**config.mk**
```make
export PLATFORM = sky130hd
export DESIGN_NAME = pbw_ctrl_reg
export DESIGN_NICKNAME = d
export VERILOG_FILES = /design/src/rtl/pbw_pkg.sv /design/src/rtl/pbw_bus_decode.sv /design/src/rtl/pbw_mode_fsm.sv /design/src/rtl/pbw_shadow.sv /design/src/rtl/pbw_ctrl_reg.sv
export SDC_FILE = /design/constraint.sdc
export NUM_CORES = 1
export LEC_CHECK = 0
export ABC_AREA = 1
export CORE_AREA = 5 5 42 44
export CTS_BUF_LIST = sky130_fd_sc_hd__clkbuf_16
export CTS_CLUSTER_SIZE = 28
export DETAILED_ROUTE_END_ITERATION = 6
export DIE_AREA = 0 0 47 49
export PLACE_DENSITY = 0.63
export REMOVE_ABC_BUFFERS = 1
export SLEW_MARGIN = 10
export SYNTH_ARGS = -nofsm -noshare
export SYNTH_HDL_FRONTEND = slang
export SYNTH_SLANG_ARGS = --single-unit
```
**constraint.sdc**
```tcl
create_clock -name clk -period 2.95 [get_ports clk]
set_clock_uncertainty 0.05 [all_clocks]
set_input_delay 0.59 -clock clk [delete_from_list [all_inputs] [get_ports clk]]
set_output_delay 0.59 -clock clk [all_outputs]
set_load 0.005 [all_outputs]
```
**src/rtl/pbw_pkg.sv**
```systemverilog
package pbw_pkg;

    localparam int REG_W    = 8;
    localparam int BIT_AUTO = 7;
    localparam int BIT_LOCK = 6;
    localparam int BIT_TRK  = 5;
    localparam int LOW_MSB  = 4;

    typedef enum logic [0:0] {
        MODE_MANUAL = 1'b0,
        MODE_AUTO   = 1'b1
    } pbw_mode_e;

endpackage

```
**src/rtl/pbw_bus_decode.sv**
```systemverilog
module pbw_bus_decode #(
    parameter int              ADDR_W   = 8,
    parameter logic [ADDR_W-1:0] REG_ADDR = 8'h20
) (
    input  logic              bus_cs,
    input  logic              bus_we,
    input  logic [ADDR_W-1:0] bus_addr,
    output logic              wr_hit,
    output logic              rd_hit
);

    logic addr_match;

    always_comb begin
        addr_match = (bus_addr == REG_ADDR);
        wr_hit     = bus_cs && bus_we && addr_match;
        rd_hit     = bus_cs && !bus_we && addr_match;
    end

endmodule

```
**src/rtl/pbw_mode_fsm.sv**
```systemverilog
module pbw_mode_fsm
    import pbw_pkg::*;
(
    input  logic      clk,
    input  logic      rst_n,
    input  logic      wr_hit,
    input  logic      wr_auto,
    output pbw_mode_e mode,
    output logic      auto_en
);

    pbw_mode_e state_q;
    pbw_mode_e state_d;

    // State register
    always_ff @(posedge clk or negedge rst_n) begin
        if (!rst_n) begin
            state_q <= MODE_MANUAL;
        end else begin
            state_q <= state_d;
        end
    end

    // Transitions: MAN_TO_AUTO, AUTO_TO_MAN
    always_comb begin
        state_d = state_q;
        unique case (state_q)
            MODE_MANUAL: if (wr_hit && wr_auto)  state_d = MODE_AUTO;
            MODE_AUTO:   if (wr_hit && !wr_auto) state_d = MODE_MANUAL;
            default:     state_d = MODE_MANUAL;
        endcase
    end

    // Outputs
    always_comb begin
        mode    = state_q;
        auto_en = 1'b0;
        unique case (state_q)
            MODE_MANUAL: auto_en = 1'b0;
            MODE_AUTO:   auto_en = 1'b1;
            default:     auto_en = 1'b0;
        endcase
    end

endmodule

```
**src/rtl/pbw_shadow.sv**
```systemverilog
module pbw_shadow
    import pbw_pkg::*;
(
    input  logic      clk,
    input  logic      rst_n,
    input  logic      wr_hit,
    input  pbw_mode_e mode,
    input  logic      wr_trk,
    output logic      trk_shadow
);

    logic shadow_q;

    // Only a manual-mode write may touch the software choice.
    always_ff @(posedge clk or negedge rst_n) begin
        if (!rst_n) begin
            shadow_q <= 1'b0;
        end else if (wr_hit && (mode == MODE_MANUAL)) begin
            shadow_q <= wr_trk;
        end
    end

    assign trk_shadow = shadow_q;

endmodule

```
**src/rtl/pbw_ctrl_reg.sv**
```systemverilog
module pbw_ctrl_reg
    import pbw_pkg::*;
#(
    parameter int              ADDR_W   = 8,
    parameter logic [ADDR_W-1:0] REG_ADDR = 8'h20
) (
    input  logic              clk,
    input  logic              rst_n,
    input  logic              bus_cs,
    input  logic              bus_we,
    input  logic [ADDR_W-1:0] bus_addr,
    input  logic [REG_W-1:0]  bus_wdata,
    output logic [REG_W-1:0]  bus_rdata,
    input  logic              pll_lock_i,
    input  logic              auto_trk_i,
    output logic              auto_en_o,
    output logic              trk_sel_o
);

    logic      wr_hit;
    logic      rd_hit;
    pbw_mode_e mode;
    logic      auto_en;
    logic      trk_shadow;
    logic [REG_W-1:0] reg_view;
    logic      unused_wdata;

    assign unused_wdata = ^{bus_wdata[BIT_LOCK], bus_wdata[LOW_MSB:0]};

    pbw_bus_decode #(
        .ADDR_W   (ADDR_W),
        .REG_ADDR (REG_ADDR)
    ) dec_i (
        .bus_cs   (bus_cs),
        .bus_we   (bus_we),
        .bus_addr (bus_addr),
        .wr_hit   (wr_hit),
        .rd_hit   (rd_hit)
    );

    pbw_mode_fsm fsm_i (
        .clk     (clk),
        .rst_n   (rst_n),
        .wr_hit  (wr_hit),
        .wr_auto (bus_wdata[BIT_AUTO]),
        .mode    (mode),
        .auto_en (auto_en)
    );

    pbw_shadow shd_i (
        .clk        (clk),
        .rst_n      (rst_n),
        .wr_hit     (wr_hit),
        .mode       (mode),
        .wr_trk     (bus_wdata[BIT_TRK]),
        .trk_shadow (trk_shadow)
    );

    always_comb begin
        reg_view           = '0;
        reg_view[BIT_AUTO] = auto_en;
        reg_view[BIT_LOCK] = auto_en & pll_lock_i;
        reg_view[BIT_TRK]  = auto_en ? auto_trk_i : trk_shadow;
        bus_rdata          = rd_hit ? reg_view : '0;
        auto_en_o          = auto_en;
        trk_sel_o          = auto_en ? auto_trk_i : trk_shadow;
    end

endmodule

```
==> results of run 1 <==
==> routing by layer <==
metal | global-route usage [%] | share of wire [%]
met1 | 4.81 | 33
met2 | 8.82 | 50
met3 | 1.48 | 17
met4 | 8.29 | 0
met5 | 0 | 0
==> through the flow <==
step           power [µW]  util (%)  hold WS, ns  setup WS, ns  cell area [µm²]
2_1_floorplan        36.8         -        0.244          1.22              205
3_3_place_gp         59.8      30.4        0.416         0.239              425
3_5_place_dp         60.2      30.4        0.413         0.204              425
4_1_cts               266      35.7        0.420         0.209              500
5_1_grt               272      35.7        0.443         0.100              500
6_report              263      35.7        0.416         0.235              500
==> worst register-to-register path: stages, from the launching register on <==
cell     delay (ns)
dfrtp_1        0.39
inv_1          0.15
nand3_1        0.09
nand2_1        0.06
nand2_1        0.04
==> path summary, 6_finish.rpt <==
check / slack (ns) / to / startpoint / cells after the start
min in group asynchronous: 0.48 / shd_i.trk_shadow$_DFFE_PN0P_ / rst_n / 1
setup reg to reg: 2.05 / shd_i.trk_shadow$_DFFE_PN0P_ / flip-flop / 4
setup / recovery: 0.23 / bus_rdata[6] / bus_addr[5] / 8
hold / removal: 0.42 / shd_i.trk_shadow$_DFFE_PN0P_ / shd_i.trk_shadow$_DFFE_PN0P_ / 2
max in group asynchronous: 2.25 / async pin / rst_n / 1
hold reg to reg: 0.42 / shd_i.trk_shadow$_DFFE_PN0P_ / shd_i.trk_shadow$_DFFE_PN0P_ / 2
==> cell type report <==
cell class / instances / share of cell area (%)
tap: 16 / 4.00
sequential: 2 / 10.0
multi-input combinational: 28 / 26.5
clock buffer: 3 / 15.0
inverter: 6 / 4.50
timing repair buffer: 20 / 40.0
==> cells in the mapped netlist (all sizes together) <==
cell / number / area, µm²
buf: 5 / 37.5
conb: 1 / 3.75
dfrtp: 2 / 50.1
inv: 6 / 22.5
nand2: 9 / 36.3
nand3: 2 / 10.0
nand4: 1 / 6.26
nor2: 8 / 40.0
nor3: 1 / 10.0
o21ai: 1 / 5.00
or2: 1 / 6.26
==> cells by family after synthesis <==
group / after synthesis
DFF: 2
AOI/OAI and AO/OA: 1
buffers and inverters: 11
and+or+nand+nor: 22
other: 1
==> power groups by stage <==
| stage | Sequential [µW] | Clock [µW] | Combinational (µW) |
|---|---|---|---|
| floorplan | 29.1 | 0 | 7.67 |
| global placement | 29.2 | 0 | 30.6 |
| detailed placement | 29.2 | 0 | 31.1 |
| CTS | 28.9 | 206 | 31.2 |
| global route | 29.0 | 209 | 34.1 |
| finish | 28.9 | 203 | 30.9 |
==> out/results.tsv, run 1 <==
metric	value	unit
I/O pin count	32	
Post-Syn Area per Cell	6.15	µm²
Yosys cell types	14	
MaxCap Viol Count	0	
area of the multi-input gates	133	µm²
post-route setup TNS	0	ns
sw frac	15.4	%
post-placement cell count	72	
CP max-delay cell	clkdlybuf4s50_1	
Switch Pwr	40.5	µW
DR WL/cell	8.03	µm
compound-gate portion of the synthesized area	2.20	%
Post-CTS Setup Repair Bufs	0	
initial drt markers	2	
setup violators final	0	
CP peak stage delay	0.51	ns
DRT Wirelength	602	µm
CP Cell Sequence	clkdlybuf4s50_1 -> inv_1 -> nor2_1 -> nand2_1 -> nor2_4 -> nand2_2 -> nor3_2 -> clkdlybuf4s50_1	
grt total ovfl	0	
fill count	163	
Synth Instances	37	
area grow syn2layout	120	%
# rows	14	
# H-tree levels	1	
Cell Area, Synth	228	µm²
leakage	0.000225	µW
RSZ-0062 raised after global routing	no	
port bufs	20	
final hold vios	0	
most frequent CP cell	clkdlybuf4s50_1	
TritonCTS Buffers	3	
Max Slew Vio Count	0	
Die X	47	µm
FF/Latch Area	50.0	µm²
commonest non-fill, non-tap cell in the layout	clkdlybuf4s50_1	
total die area	0.00230	mm²
layout cells sized above 1	11.9	%
Initial Util	16.2	%
CP Class	in2out	
Critical Path Sink Type	output pin	
Seq/Total Area, Yosys	22.0	%
Clock power frac	77.2	%
largest family of logic cells by synthesized area	simple AND/OR/NAND/NOR gates	
CTS sink count	2	
Seq pwr share	11.0	%
largest net degree at the start of global routing	6	
ant diodes	0	
critical path data required time	2.31	ns
vias in the first global route	258	
cell family with most CP delay	buffers and inverters	
simple logic cell fraction of the synthesized area	47.8	%
hold_buf cts	0	
post-synthesis mux area share	0	%
Cell Pwr Density	525	mW/mm²
post-detail-place hpwl	505	µm
drt via density	3.64	
VDD IR-drop max	0.171	mV
antenna viol nets, final	0	
Int Power	222	µW
WP buf/inv	3	
final std cells w/o fill	75	
GP Congestion	0.712	
DRC	0	
first-pass GRT wire length	903	µm
cts repair resizes	0	
Synth Area in Adders	0	%
clk slew on worst S/H paths	0.03	ns
share of power burned in combinational logic	11.8	%
outcome	finished, final reports clean	
Final Net Count	83	
First-pass DRT Iterations	2	
CP startpoint kind	primary input	
Final period util	92.0	%
Bufs on Longest Clock Path	2	
hold crit path type	reg2reg	
CTS Root Cell	clkbuf_16	
fin crit period	2.72	ns
XOR/XNOR Fraction of Synth Area	0	%
Yosys warnings	0	
Die Ht	49	µm
via count	273	
antenna violations before repair	0	
commonest cells after routing, fill and taps aside	clkdlybuf4s50_1 (20), nand2_1 (8), inv_1 (6), nor2_1 (6), conb_1 (5)	
core area	0.00140	mm²
CTS tree	built	
Max Fclk	0.368	GHz
#FFs+latches synth	2	
GRT Total Usage	5.84	%
crit-path max FO	5	
Arr. time, crit path	2.08	ns
latest clock arrival within the worst-skew pair	0.22	ns
No activity file was read; power rests on OpenSTA's default activity.
==> run 2: changes to the inputs <==
Settings changed: CAP_MARGIN set to 20.
==> results of run 2 <==
Same layout as run 1: the final DEF is identical, and so are final timing and power.
==> run 3: changes to the inputs <==
Settings changed: CTS_BUF_LIST sky130_fd_sc_hd__clkbuf_16 to unset.
==> out/results.tsv, run 3 (same netlist as run 1, synthesis figures left out) <==
metric	value	unit	change
total die area	0.00230	mm²	unchanged
Hold Slack	0.415	ns	was 0.416 ns
Die X	47	µm	unchanged
Max Fclk	0.368	GHz	about the same
Die Ht	49	µm	unchanged
DRT Wirelength	576	µm	was 602 µm
critical path data required time	2.31	ns	about the same
r2r worst-path depth	4		unchanged
grt total ovfl	0		unchanged
core area	0.00140	mm²	unchanged
vias in the first global route	257		was 258
CTS sink count	2		unchanged
antenna violations before repair	0		unchanged
first-pass GRT wire length	841	µm	was 903 µm
CP Class	in2out		unchanged
cts repair resizes	0		unchanged
post-detail-place hpwl	505	µm	unchanged
VDD IR-drop max	0.0766	mV	was 0.171 mV
DR WL/cell	7.68	µm	was 8.03 µm
port bufs	20		unchanged
ant diodes	0		unchanged
RSZ-0062 raised after global routing	no		unchanged
Max Slew Vio Count	0		unchanged
layout cells sized above 1	11.9	%	unchanged
final hold vios	0		unchanged
largest net degree at the start of global routing	6		unchanged
Worst R2R End	shd_i.trk_shadow$_DFFE_PN0P_		unchanged
leakage	0.000202	µW	was 0.000225 µW
# H-tree levels	1		unchanged
I/O pin count	32		unchanged
CTS tree	built		unchanged
Cell Pwr Density	267	mW/mm²	was 525 mW/mm²
# rows	14		unchanged
commonest non-fill, non-tap cell in the layout	clkdlybuf4s50_1		unchanged
First-pass DRT Iterations	1		was 2
initial drt markers	0		was 2
post-route setup TNS	0	ns	unchanged
TritonCTS Buffers	3		unchanged
GP Congestion	0.712		unchanged
DRC	0		unchanged
HP Start	shd_i.trk_shadow$_DFFE_PN0P_		unchanged
Final Net Count	83		unchanged
clk slew on worst S/H paths	0.03	ns	about the same
via count	268		was 273
CTS Root Cell	clkbuf_4		was clkbuf_16
outcome	finished, final reports clean		unchanged
Post-CTS Setup Repair Bufs	0		unchanged
MaxCap Viol Count	0		unchanged
latest clock arrival within the worst-skew pair	0.22	ns	about the same
fin crit period	2.71	ns	was 2.72 ns
crit-path max FO	5		unchanged
GRT Total Usage	5.14	%	was 5.84%
CP startpoint kind	primary input		unchanged
Bufs on Longest Clock Path	2		unchanged
Hold Path Sink	shd_i.trk_shadow$_DFFE_PN0P_		unchanged
antenna viol nets, final	0		unchanged
Reg2Reg Setup Slack	2.05	ns	about the same
commonest cells after routing, fill and taps aside	clkdlybuf4s50_1 (20), nand2_1 (8), inv_1 (6), nor2_1 (6), conb_1 (5)		unchanged
area grow syn2layout	96.7	%	was 120%
drt via density	3.57		was 3.64
hold-critical path depth	2		unchanged
setup violators final	0		unchanged
Final period util	92.0	%	about the same
Arr. time, crit path	2.07	ns	was 2.08 ns
hold_buf cts	0		unchanged
Initial Util	16.2	%	unchanged
hold crit path type	reg2reg		unchanged
Critical Path Sink Type	output pin		unchanged
run 3: cell counts in the layout (fill, tap and decap cells not counted):
Identical to the previous run, type by type.
run 3: layer usage:
layer  wire length (µm)  track usage [%]  part of all wire [%]
met1                185             4.18                    32
met2                289             8.60                    50
met3                101            0.369                    18
met4                  0             6.91                     0
met5                  0                0                     0
run 3: final cells by class:
cell class	instances	area, µm²
fillers	170	953
inverters	6	22.5
well taps	16	20.0
multi-input cells	28	133
repair buffers	20	200
flip-flops and latches	2	50.0
clock buffers	3	22.5
run 3: how the worst max path moves through the flow:
stage | to | slack, ns | startpoint | cells after the start
2_1_floorplan | bus_rdata[6] | 1.22 | bus_addr[3] | 5
3_3_place_gp | bus_rdata[6] | 0.24 | bus_addr[5] | 8
3_5_place_dp | bus_rdata[6] | 0.20 | bus_addr[5] | 8
4_1_cts | bus_rdata[6] | 0.21 | bus_addr[5] | 8
5_1_grt | bus_rdata[6] | 0.10 | bus_addr[5] | 8
6_report | bus_rdata[6] | 0.24 | bus_addr[5] | 8
run 3: critical path: stages:
cell	delay [ns]
clkdlybuf4s50_1	0.45
inv_1	0.03
nor2_1	0.08
nand2_1	0.09
nor2_4	0.14
nand2_2	0.08
nor3_2	0.10
clkdlybuf4s50_1	0.51
run 3: per-stage QoR:
| step | worst slack, ns | utilization, % | cell area, µm² | power [µW] | std cells |
|---|---|---|---|---|---|
| 2_1_floorplan | 1.22 | - | 205 | 36.8 | 36 |
| 3_3_place_gp | 0.239 | 30.4 | 425 | 59.8 | 72 |
| 3_5_place_dp | 0.204 | 30.4 | 425 | 60.2 | 72 |
| 4_1_cts | 0.209 | 32.0 | 448 | 124 | 75 |
| 5_1_grt | 0.101 | 32.0 | 448 | 129 | 75 |
| 6_report | 0.236 | 32.0 | 448 | 120 | 75 |
run 3: where the power goes:
| part | internal [µW] | switching (µW) | leakage (µW) |
|---|---|---|---|
| logic | 21.3 | 9.63 | 0.000161 |
| registers | 28.4 | 0.525 | 0.0000278 |
| clock network | 44.8 | 14.9 | 0.0000138 |
| total | 94.5 | 25.0 | 0.000202 |
